### src/rtl/sc_issue_pkg.sv
package sc_issue_pkg;
  typedef enum logic [2:0] {
    ST_IDLE,
    ST_WAIT_LOAD,
    ST_WAIT_LOOKUP,
    ST_WAIT_BUS,
    ST_WAIT_ACKS
  } sc_state_e;
endpackage

### src/rtl/sc_ack_counter.sv
module sc_ack_counter #(
  parameter int NSRC = 4
) (
  input  logic            clk_i,
  input  logic            rst_ni,
  input  logic            clear_i,
  input  logic            en_i,
  input  logic [NSRC-1:0] ack_i,
  output logic            done_o
);
  localparam int CW = $clog2(NSRC + 1);
  localparam logic [CW:0] FULL = (CW + 1)'(NSRC);

  logic [CW-1:0] cnt_q, cnt_d;
  logic [CW:0]   sum;

  always_comb begin
    sum = {1'b0, cnt_q};
    for (int i = 0; i < NSRC; i++) begin
      sum = sum + (CW + 1)'(ack_i[i]);
    end
    cnt_d  = (sum >= FULL) ? FULL[CW-1:0] : sum[CW-1:0];
    done_o = en_i && (sum >= FULL);
  end

  always_ff @(posedge clk_i or negedge rst_ni) begin
    if (!rst_ni)      cnt_q <= '0;
    else if (clear_i) cnt_q <= '0;
    else if (en_i)    cnt_q <= cnt_d;
  end
endmodule

### src/rtl/sc_issue_fsm.sv
module sc_issue_fsm
  import sc_issue_pkg::*;
(
  input  logic clk_i,
  input  logic rst_ni,
  input  logic start_i,
  input  logic start_store_i,
  input  logic net_i,
  input  logic cache_req_ready_i,
  input  logic cache_rsp_valid_i,
  input  logic cache_rsp_excl_i,
  input  logic bus_gnt_i,
  input  logic acks_done_i,
  output logic idle_o,
  output logic cache_req_valid_o,
  output logic bus_req_o,
  output logic ack_clear_o,
  output logic ack_en_o,
  output logic done_o
);
  sc_state_e state_q, state_d;
  logic      sent_q;
  logic      rsp_ok;

  assign idle_o            = (state_q == ST_IDLE);
  assign cache_req_valid_o = ((state_q == ST_WAIT_LOAD) || (state_q == ST_WAIT_LOOKUP)) && !sent_q;
  assign bus_req_o         = (state_q == ST_WAIT_BUS);
  assign ack_en_o          = (state_q == ST_WAIT_ACKS);
  // response only counts once the access has been handed to the cache
  assign rsp_ok            = sent_q && cache_rsp_valid_i;

  always_comb begin
    state_d     = state_q;
    done_o      = 1'b0;
    ack_clear_o = 1'b0;
    unique case (state_q)
      ST_IDLE: begin
        if (start_i) state_d = start_store_i ? ST_WAIT_LOOKUP : ST_WAIT_LOAD;
      end
      ST_WAIT_LOAD: begin
        if (rsp_ok) begin
          done_o  = 1'b1;
          state_d = ST_IDLE;
        end
      end
      ST_WAIT_LOOKUP: begin
        if (rsp_ok) begin
          if (cache_rsp_excl_i) begin
            done_o  = 1'b1;
            state_d = ST_IDLE;
          end else begin
            state_d = ST_WAIT_BUS;
          end
        end
      end
      ST_WAIT_BUS: begin
        if (bus_gnt_i) begin
          if (net_i) begin
            ack_clear_o = 1'b1;
            state_d     = ST_WAIT_ACKS;
          end else begin
            done_o  = 1'b1;
            state_d = ST_IDLE;
          end
        end
      end
      ST_WAIT_ACKS: begin
        if (acks_done_i) begin
          done_o  = 1'b1;
          state_d = ST_IDLE;
        end
      end
      default: state_d = ST_IDLE;
    endcase
  end

  always_ff @(posedge clk_i or negedge rst_ni) begin
    if (!rst_ni) begin
      state_q <= ST_IDLE;
      sent_q  <= 1'b0;
    end else begin
      state_q <= state_d;
      if (start_i)                                  sent_q <= 1'b0;
      else if (cache_req_valid_o && cache_req_ready_i) sent_q <= 1'b1;
    end
  end
endmodule

### src/rtl/sc_retire_stage.sv
module sc_retire_stage #(
  parameter int TW = 4,
  parameter int DW = 32
) (
  input  logic          clk_i,
  input  logic          rst_ni,
  input  logic          done_i,
  input  logic [TW-1:0] tag_i,
  input  logic          store_i,
  input  logic [DW-1:0] rdata_i,
  output logic          valid_o,
  output logic [TW-1:0] tag_o,
  output logic          store_o,
  output logic [DW-1:0] rdata_o
);
  always_ff @(posedge clk_i or negedge rst_ni) begin
    if (!rst_ni) begin
      valid_o <= 1'b0;
      tag_o   <= '0;
      store_o <= 1'b0;
      rdata_o <= '0;
    end else begin
      valid_o <= done_i;
      if (done_i) begin
        tag_o   <= tag_i;
        store_o <= store_i;
        rdata_o <= store_i ? '0 : rdata_i;
      end
    end
  end
endmodule

### src/rtl/sc_issue_ctrl.sv
module sc_issue_ctrl #(
  parameter int AW    = 32,
  parameter int DW    = 32,
  parameter int TW    = 4,
  parameter int NPEER = 3
) (
  input  logic          clk_i,
  input  logic          rst_ni,
  input  logic          net_mode_i,
  input  logic          req_valid_i,
  output logic          req_ready_o,
  input  logic          req_store_i,
  input  logic [AW-1:0] req_addr_i,
  input  logic [DW-1:0] req_wdata_i,
  input  logic [TW-1:0] req_tag_i,
  output logic          cache_req_valid_o,
  input  logic          cache_req_ready_i,
  output logic          cache_req_store_o,
  output logic [AW-1:0] cache_req_addr_o,
  output logic [DW-1:0] cache_req_wdata_o,
  input  logic          cache_rsp_valid_i,
  input  logic          cache_rsp_excl_i,
  input  logic [DW-1:0] cache_rsp_rdata_i,
  output logic          bus_req_o,
  input  logic          bus_gnt_i,
  input  logic [NPEER:0] ack_i,
  output logic          retire_valid_o,
  output logic [TW-1:0] retire_tag_o,
  output logic          retire_store_o,
  output logic [DW-1:0] retire_rdata_o
);
  localparam int NSRC = NPEER + 1;

  logic          idle, start, done;
  logic          ack_clear, ack_en, acks_done;
  logic          store_q, net_q;
  logic [AW-1:0] addr_q;
  logic [DW-1:0] wdata_q;
  logic [TW-1:0] tag_q;

  assign req_ready_o = idle;
  assign start       = req_valid_i && idle;

  always_ff @(posedge clk_i or negedge rst_ni) begin
    if (!rst_ni) begin
      store_q <= 1'b0;
      net_q   <= 1'b0;
      addr_q  <= '0;
      wdata_q <= '0;
      tag_q   <= '0;
    end else if (start) begin
      store_q <= req_store_i;
      net_q   <= net_mode_i;
      addr_q  <= req_addr_i;
      wdata_q <= req_wdata_i;
      tag_q   <= req_tag_i;
    end
  end

  assign cache_req_store_o = store_q;
  assign cache_req_addr_o  = addr_q;
  assign cache_req_wdata_o = wdata_q;

  sc_issue_fsm u_fsm (
    .clk_i            (clk_i),
    .rst_ni           (rst_ni),
    .start_i          (start),
    .start_store_i    (req_store_i),
    .net_i            (net_q),
    .cache_req_ready_i(cache_req_ready_i),
    .cache_rsp_valid_i(cache_rsp_valid_i),
    .cache_rsp_excl_i (cache_rsp_excl_i),
    .bus_gnt_i        (bus_gnt_i),
    .acks_done_i      (acks_done),
    .idle_o           (idle),
    .cache_req_valid_o(cache_req_valid_o),
    .bus_req_o        (bus_req_o),
    .ack_clear_o      (ack_clear),
    .ack_en_o         (ack_en),
    .done_o           (done)
  );

  sc_ack_counter #(.NSRC(NSRC)) u_acks (
    .clk_i  (clk_i),
    .rst_ni (rst_ni),
    .clear_i(ack_clear),
    .en_i   (ack_en),
    .ack_i  (ack_i),
    .done_o (acks_done)
  );

  sc_retire_stage #(.TW(TW), .DW(DW)) u_retire (
    .clk_i  (clk_i),
    .rst_ni (rst_ni),
    .done_i (done),
    .tag_i  (tag_q),
    .store_i(store_q),
    .rdata_i(cache_rsp_rdata_i),
    .valid_o(retire_valid_o),
    .tag_o  (retire_tag_o),
    .store_o(retire_store_o),
    .rdata_o(retire_rdata_o)
  );
endmodule

### config.mk
export PLATFORM = sky130hd
export DESIGN_NAME = sc_issue_ctrl
export DESIGN_NICKNAME = d
export VERILOG_FILES = /design/src/rtl/sc_issue_pkg.sv /design/src/rtl/sc_ack_counter.sv /design/src/rtl/sc_issue_fsm.sv /design/src/rtl/sc_retire_stage.sv /design/src/rtl/sc_issue_ctrl.sv
export SDC_FILE = /design/constraint.sdc
export NUM_CORES = 1
export LEC_CHECK = 0
export ABC_AREA = 1
export ABC_CLOCK_PERIOD_IN_PS = 2040
export BUFFER_PORTS_ARGS = -buffer_cell sky130_fd_sc_hd__buf_2
export CAP_MARGIN = 20
export CORE_ASPECT_RATIO = 0.8
export CORE_MARGIN = 1
export CORE_UTILIZATION = 43
export DETAILED_ROUTE_END_ITERATION = 8
export PLACE_DENSITY = 0.78
export REMOVE_ABC_BUFFERS = 1
export SLEW_MARGIN = 20
export SYNTH_ARGS = -nofsm -noshare
export SYNTH_HDL_FRONTEND = slang
export SYNTH_SLANG_ARGS = --single-unit
### constraint.sdc
create_clock -name clk_i -period 2.04 [get_ports clk_i]
set_input_delay 0.51 -clock clk_i [delete_from_list [all_inputs] [get_ports clk_i]]
set_output_delay 0.51 -clock clk_i [all_outputs]
set_load 0.1 [all_outputs]
# ---- Word-level counts from Yosys, hierarchy flattened
# Cells that the tools add are included.
dict set report word_totals {
  ff_bits 115
  in_bits 113
  out_inout_bits 106
}
dict set report classes {
  n_addsub 4
  magnitude_cmp 1
  n_eq_ne 9
  n_mux 25
  reduce_logical 11
}
# operator count
set op_table {}
lappend op_table {{32-bit two-way mux} 1}
lappend op_table {{3-bit two-way mux} 9}
lappend op_table {{3-bit one-hot mux with 5 select lines} 1}
lappend op_table {{4-bit by 1-bit adder with 4-bit output} 3}
lappend op_table {{1-bit two-way mux} 11}
lappend op_table {{2-bit by 1-bit != test with 1-bit output (second input constant)} 4}
lappend op_table {{3-bit by 2-bit == test with 1-bit output (second input constant)} 2}
lappend op_table {{1-bit logical AND} 5}
lappend op_table {{5-bit AND reduction} 1}
lappend op_table {{3-bit by 1-bit adder with 4-bit output} 1}
lappend op_table {{4-bit by 3-bit greater-or-equal comparator with 1-bit output (second input constant)} 1}
lappend op_table {{2-bit two-way mux} 2}
lappend op_table {{1-bit one-hot mux with 4 select lines} 1}
lappend op_table {{2-bit nonzero test} 2}
lappend op_table {{3-bit by 1-bit == test with 1-bit output (second input constant)} 1}
lappend op_table {{3-bit == test (second input constant)} 1}
lappend op_table {{3-bit logical NOT} 1}
lappend op_table {{2-bit != test (second input constant)} 1}
lappend op_table {{1-bit logical NOT} 1}
lappend op_table {{1-bit logical OR} 1}

# ---- Longest topological paths before layout
dict set report depth {
  depth_word 8
  depth_mapped 12
  ltp_nobuf 11
}

# ---- Hierarchy
# From an unflattened synthesis, not the netlist that was laid out.
dict set report hier_totals {
  hier_cells 555
  hier_area_um2 4947.2
}
# module n_inst cells_each area_each_um2 seq_area_each_um2
set by_module_without_submodules {}
lappend by_module_without_submodules {sc_issue_ctrl 1 305 2801.4 1751.7}
lappend by_module_without_submodules {sc_retire_stage 1 161 1534.0 950.9}
lappend by_module_without_submodules {sc_issue_fsm 1 57 360.3 100.1}
lappend by_module_without_submodules {sc_ack_counter 1 32 251.5 75.1}

# ---- Least setup slack after synthesis
# No wires, ideal clock.
dict set report synth_path {
  path_type {input to register}
  start {input port ack_i[0]}
  end {register u_retire.rdata_o[10]}
  arrival_time_ps 2561
  required_time_ps 1919
  path_slack_ps -642
  cell_stages 12
  path_cell_list {fa_1 > inv_1 > fa_1 > fa_1 > nor2_1 > nand3_1 > nand3_2 > nand3_2 > buf_6 > buf_6 > nand2_1 > nand2_1}
}
dict set report synth_between {
  elab_chain_cells 8
}
# element line_no
set synth_lines {}
lappend synth_lines {{start: declaration} sc_issue_ctrl.sv:26} ;# input logic [NPEER:0] ack_i,
lappend synth_lines {{3-bit by 1-bit adder with 4-bit output} sc_ack_counter.sv:20} ;# sum = sum + (CW + 1)'(ack_i[i]);
lappend synth_lines {{4-bit by 1-bit adder with 4-bit output (3 in a row)} sc_ack_counter.sv:20}
lappend synth_lines {{4-bit by 3-bit greater-or-equal comparator with 1-bit output} sc_ack_counter.sv:23} ;# done_o = en_i && (sum >= FULL);
lappend synth_lines {{1-bit logical AND} sc_ack_counter.sv:23}
lappend synth_lines {{1-bit two-way mux} sc_issue_fsm.sv:68} ;# if (acks_done_i) begin
lappend synth_lines {{1-bit one-hot mux with 4 select lines} sc_issue_fsm.sv:36} ;# unique case (state_q)
lappend synth_lines {{end signal: assignment} sc_retire_stage.sv:27} ;# rdata_o <= store_i ? '0 : rdata_i;
lappend synth_lines {{end: declaration} sc_retire_stage.sv:14} ;# output logic [DW-1:0] rdata_o
# No other way between the ends.
# A chain may end at the register's enable or synchronous reset.

# ---- Worst setup path in the final report
dict set report layout_path {
  start {input port ack_i[0]}
  end {register u_retire.rdata_o[1]}
}
# The elaborated chain is that of the path after synthesis.

==> run_results.csv <==
group,metric,value,unit
synth,synth_warnings,0,
drt,finalWirelength,13750,um
cts,cts_root_buf,"clkbuf_16",
drt,vias_per_cell,4.795,
drt,routed-wl-met3,1286,um
global_routing,antenna_found_initial,0,
synth,syn_avg_cell_area,8.324,um2
cells_and_area,syn_to_final_growth,41.22,%
sta,timing.final.hold_violations,0,
cts,ctsHoldBuffers,0,
drt,wl_met1,5882,um
cts,cts_buffers,17,
cells_and_area,fin_util,63.74,%
synth,yosys.area_share.adder,1.448,%
synth,yosys_register_bits,115,
global_routing,grt_pass1_vias,4581,
die,initial_utilization,45.13,%
cts,insertion_delay,400,ps
synth,synthMuxAreaShare,0,%
placed_design,place.gp.congestion,0.8021,
sta,fin_crit,2372,ps
placed_design,post-place-ws,-870.2,ps
cells_and_area,final_common_cell,"nand2_1",
global_routing,grt_pass1_wl,22110,um
setup_path,worstPathArrival,2650,ps
die,fp.dieW,122.7,um
min_path,min_path_type,"in2async",
cells_and_area,num-fill-cells,948,
drt,wl_per_cell,13.99,um
die,design.die.area,0.01209,mm2
placed_design,hpwl,9012,um
cts,htree_levels,4,
run,drv_cap,0,
drt,vias,4713,
die,core_area,0.01110,mm2
sta,rsz0062_at_grt,"true",
sta,setup_viol,44,
cells_and_area,drive_above_1_share,35.40,%
drt,drt-initial-drc-count,423,
cells_and_area,final_nets,943,
sta,fin_skew,14.80,ps
global_routing,grt.overflow.total,0,
sta,tightest_slew,571.5,ps
synth,synth_seq_area_share,57.43,%
drt,ant_nets,0,
setup_path,cp-start-kind,"input pin",
synth,synth_top_family_by_area,"simple AND/OR/NAND/NOR gates",
global_routing,grt_max_degree,56,
setup_path,crit_type,"in2reg",
cts,cts_tree,"built",
die,io_pins,219,
status,status,"finished with violations",
sta,fin_ws,-331.6,ps
cells_and_area,num_antenna_cells,0,
drt,met2_wirelength,6324,um
drt,drc,0,
cts,clock_sinks,115,
global_routing,grt_use_total,23.61,%
synth,synthSimpleGateAreaFrac,32.03,%
die,die_h,98.56,um
sta,slew_headroom,61.50,%
cts,cts_max_path_buffers,2,
status,violations,"negative setup slack",
setup_path,reg2reg_depth,10,
sta,maxSlewViolCount,0,
setup_path,required,2320,ps
sta,fin_crit_sh,116.3,%
synth,syn_area,0.005011,mm2
drt,top_layer,"met4",
cts,clkTransAtPathRegs,60,ps
setup_path,worstPathMaxFanout,34,
synth,synthXorXnorAreaFrac,0,%
drt,drt_pass1_iterations,5,
synth,synthCells,602,
die,row_count,34,
setup_path,endpoint_kind,"flop",
synth,synth_cell_type_count,22,
synth,synth_compound_area_share,1.124,%
cells_and_area,layout_common_cells,"297 x nand2_1, 212 x buf_2, 115 x dfrtp_1",
sta,fmaxAchievable,0.4216,GHz
placed_design,numPortBuffers,218,
[flip-flops by register name (all words and copies together), names as in the netlist, 3 cells and up]
register,count
u_retire.tag_o,4
u_retire.rdata_o,32
u_acks.cnt_q,3
tag_q,4
cache_req_wdata_o,32
cache_req_addr_o,32
u_fsm.state_q,3
[final timing paths]
kind | to | from | slack (ps)
setup / recovery | u_retire.rdata_o[1] | ack_i[0] | -330
hold reg to reg | cache_req_wdata_o[26] | cache_req_wdata_o[26] | 470
hold / removal | u_retire.valid_o | rst_ni | 20
min in group clk_i | cache_req_wdata_o[9] | req_wdata_i[9] | 300
setup reg to reg | u_retire.rdata_o[1] | u_acks.cnt_q[0] | 20
max in group asynchronous | u_retire.rdata_o[29] | rst_ni | 1450
[Yosys cell counts]
cell type    n  area [um2]
nand2_1    301        1130
dfrtp_1    115        2878
inv_1       46       172.7
nand4_1     39       244.0
nor2_1      36       135.1
buf_2       16       80.08
buf_4        7       52.55
buf_6        5       56.30
clkbuf_1     5       18.77
a21oi_1      4       20.02
inv_2        4       15.01
nand3_1      4       20.02
nand3_2      4       40.04
fa_1         3       60.06
nand2_2      3       18.77
o21ai_0      3       15.01
o22ai_1      2       12.51
a21oi_2      1       8.760
buf_1        1       3.750
ha_1         1       12.51
nor2_2       1       6.260
nor2_4       1       11.26
[cells by family (layout without fill, tap and decap cells)]
group                      Yosys count  count (layout)
DFF                                115             115
adders and majority gates            4               4
AOI/OAI and AO/OA                   10              10
buffers and inverters               84             321
and+or+nand+nor                    389             389
[what timing repair did]
action,CTS,global route
gates cloned,1,3
setup endpoints to repair,47,46
gates resized for setup,20,7
pin swaps,21,7
setup buffers,2,2
hold endpoints to repair,0,0
[final cells by class]
class                   count  area, um2  share of cell area (%)
flip-flops and latches    115       2878                   40.66
multi-input cells         403       1797                   25.39
repair buffers            239       1436                   20.30
clock buffers              20      466.7                   6.595
inverters                  50      187.7                   2.652
well taps                 144      180.2                   2.546
clock inverters            12      131.4                   1.856
[through the flow]
stage               hold slack, ps  setup TNS, ps  std cells  instance area (um2)
floorplan                    214.4        -105460        568                 4800
global placement             456.6         -33470        944                 6269
detailed placement           453.1         -36680        944                 6269
CTS                          24.27         -12120        979                 6984
global route                 23.85         -17010        983                 7077
finish                       21.26         -12990        983                 7077
[worst max-delay path, stage by stage]
cell     delay, ps
buf_6           90
fa_1           530
inv_1           50
fa_2           350
fa_2           360
nor2_2         100
nand3_2        110
nand3_4        120
nand3_4        100
buf_12         180
nand2_1         80
nand2_1         60
[metal layers]
metal	vias to the layer above	global-route usage, %
met3	20	7.581
li1	2296	-
met1	2163	31.45
met2	234	36.86
met4	0	6.754
met5	-	0
Power is left out: the tool's default activity adds up to more than one toggle a clock period on the data nets, which glitch-free logic cannot reach.
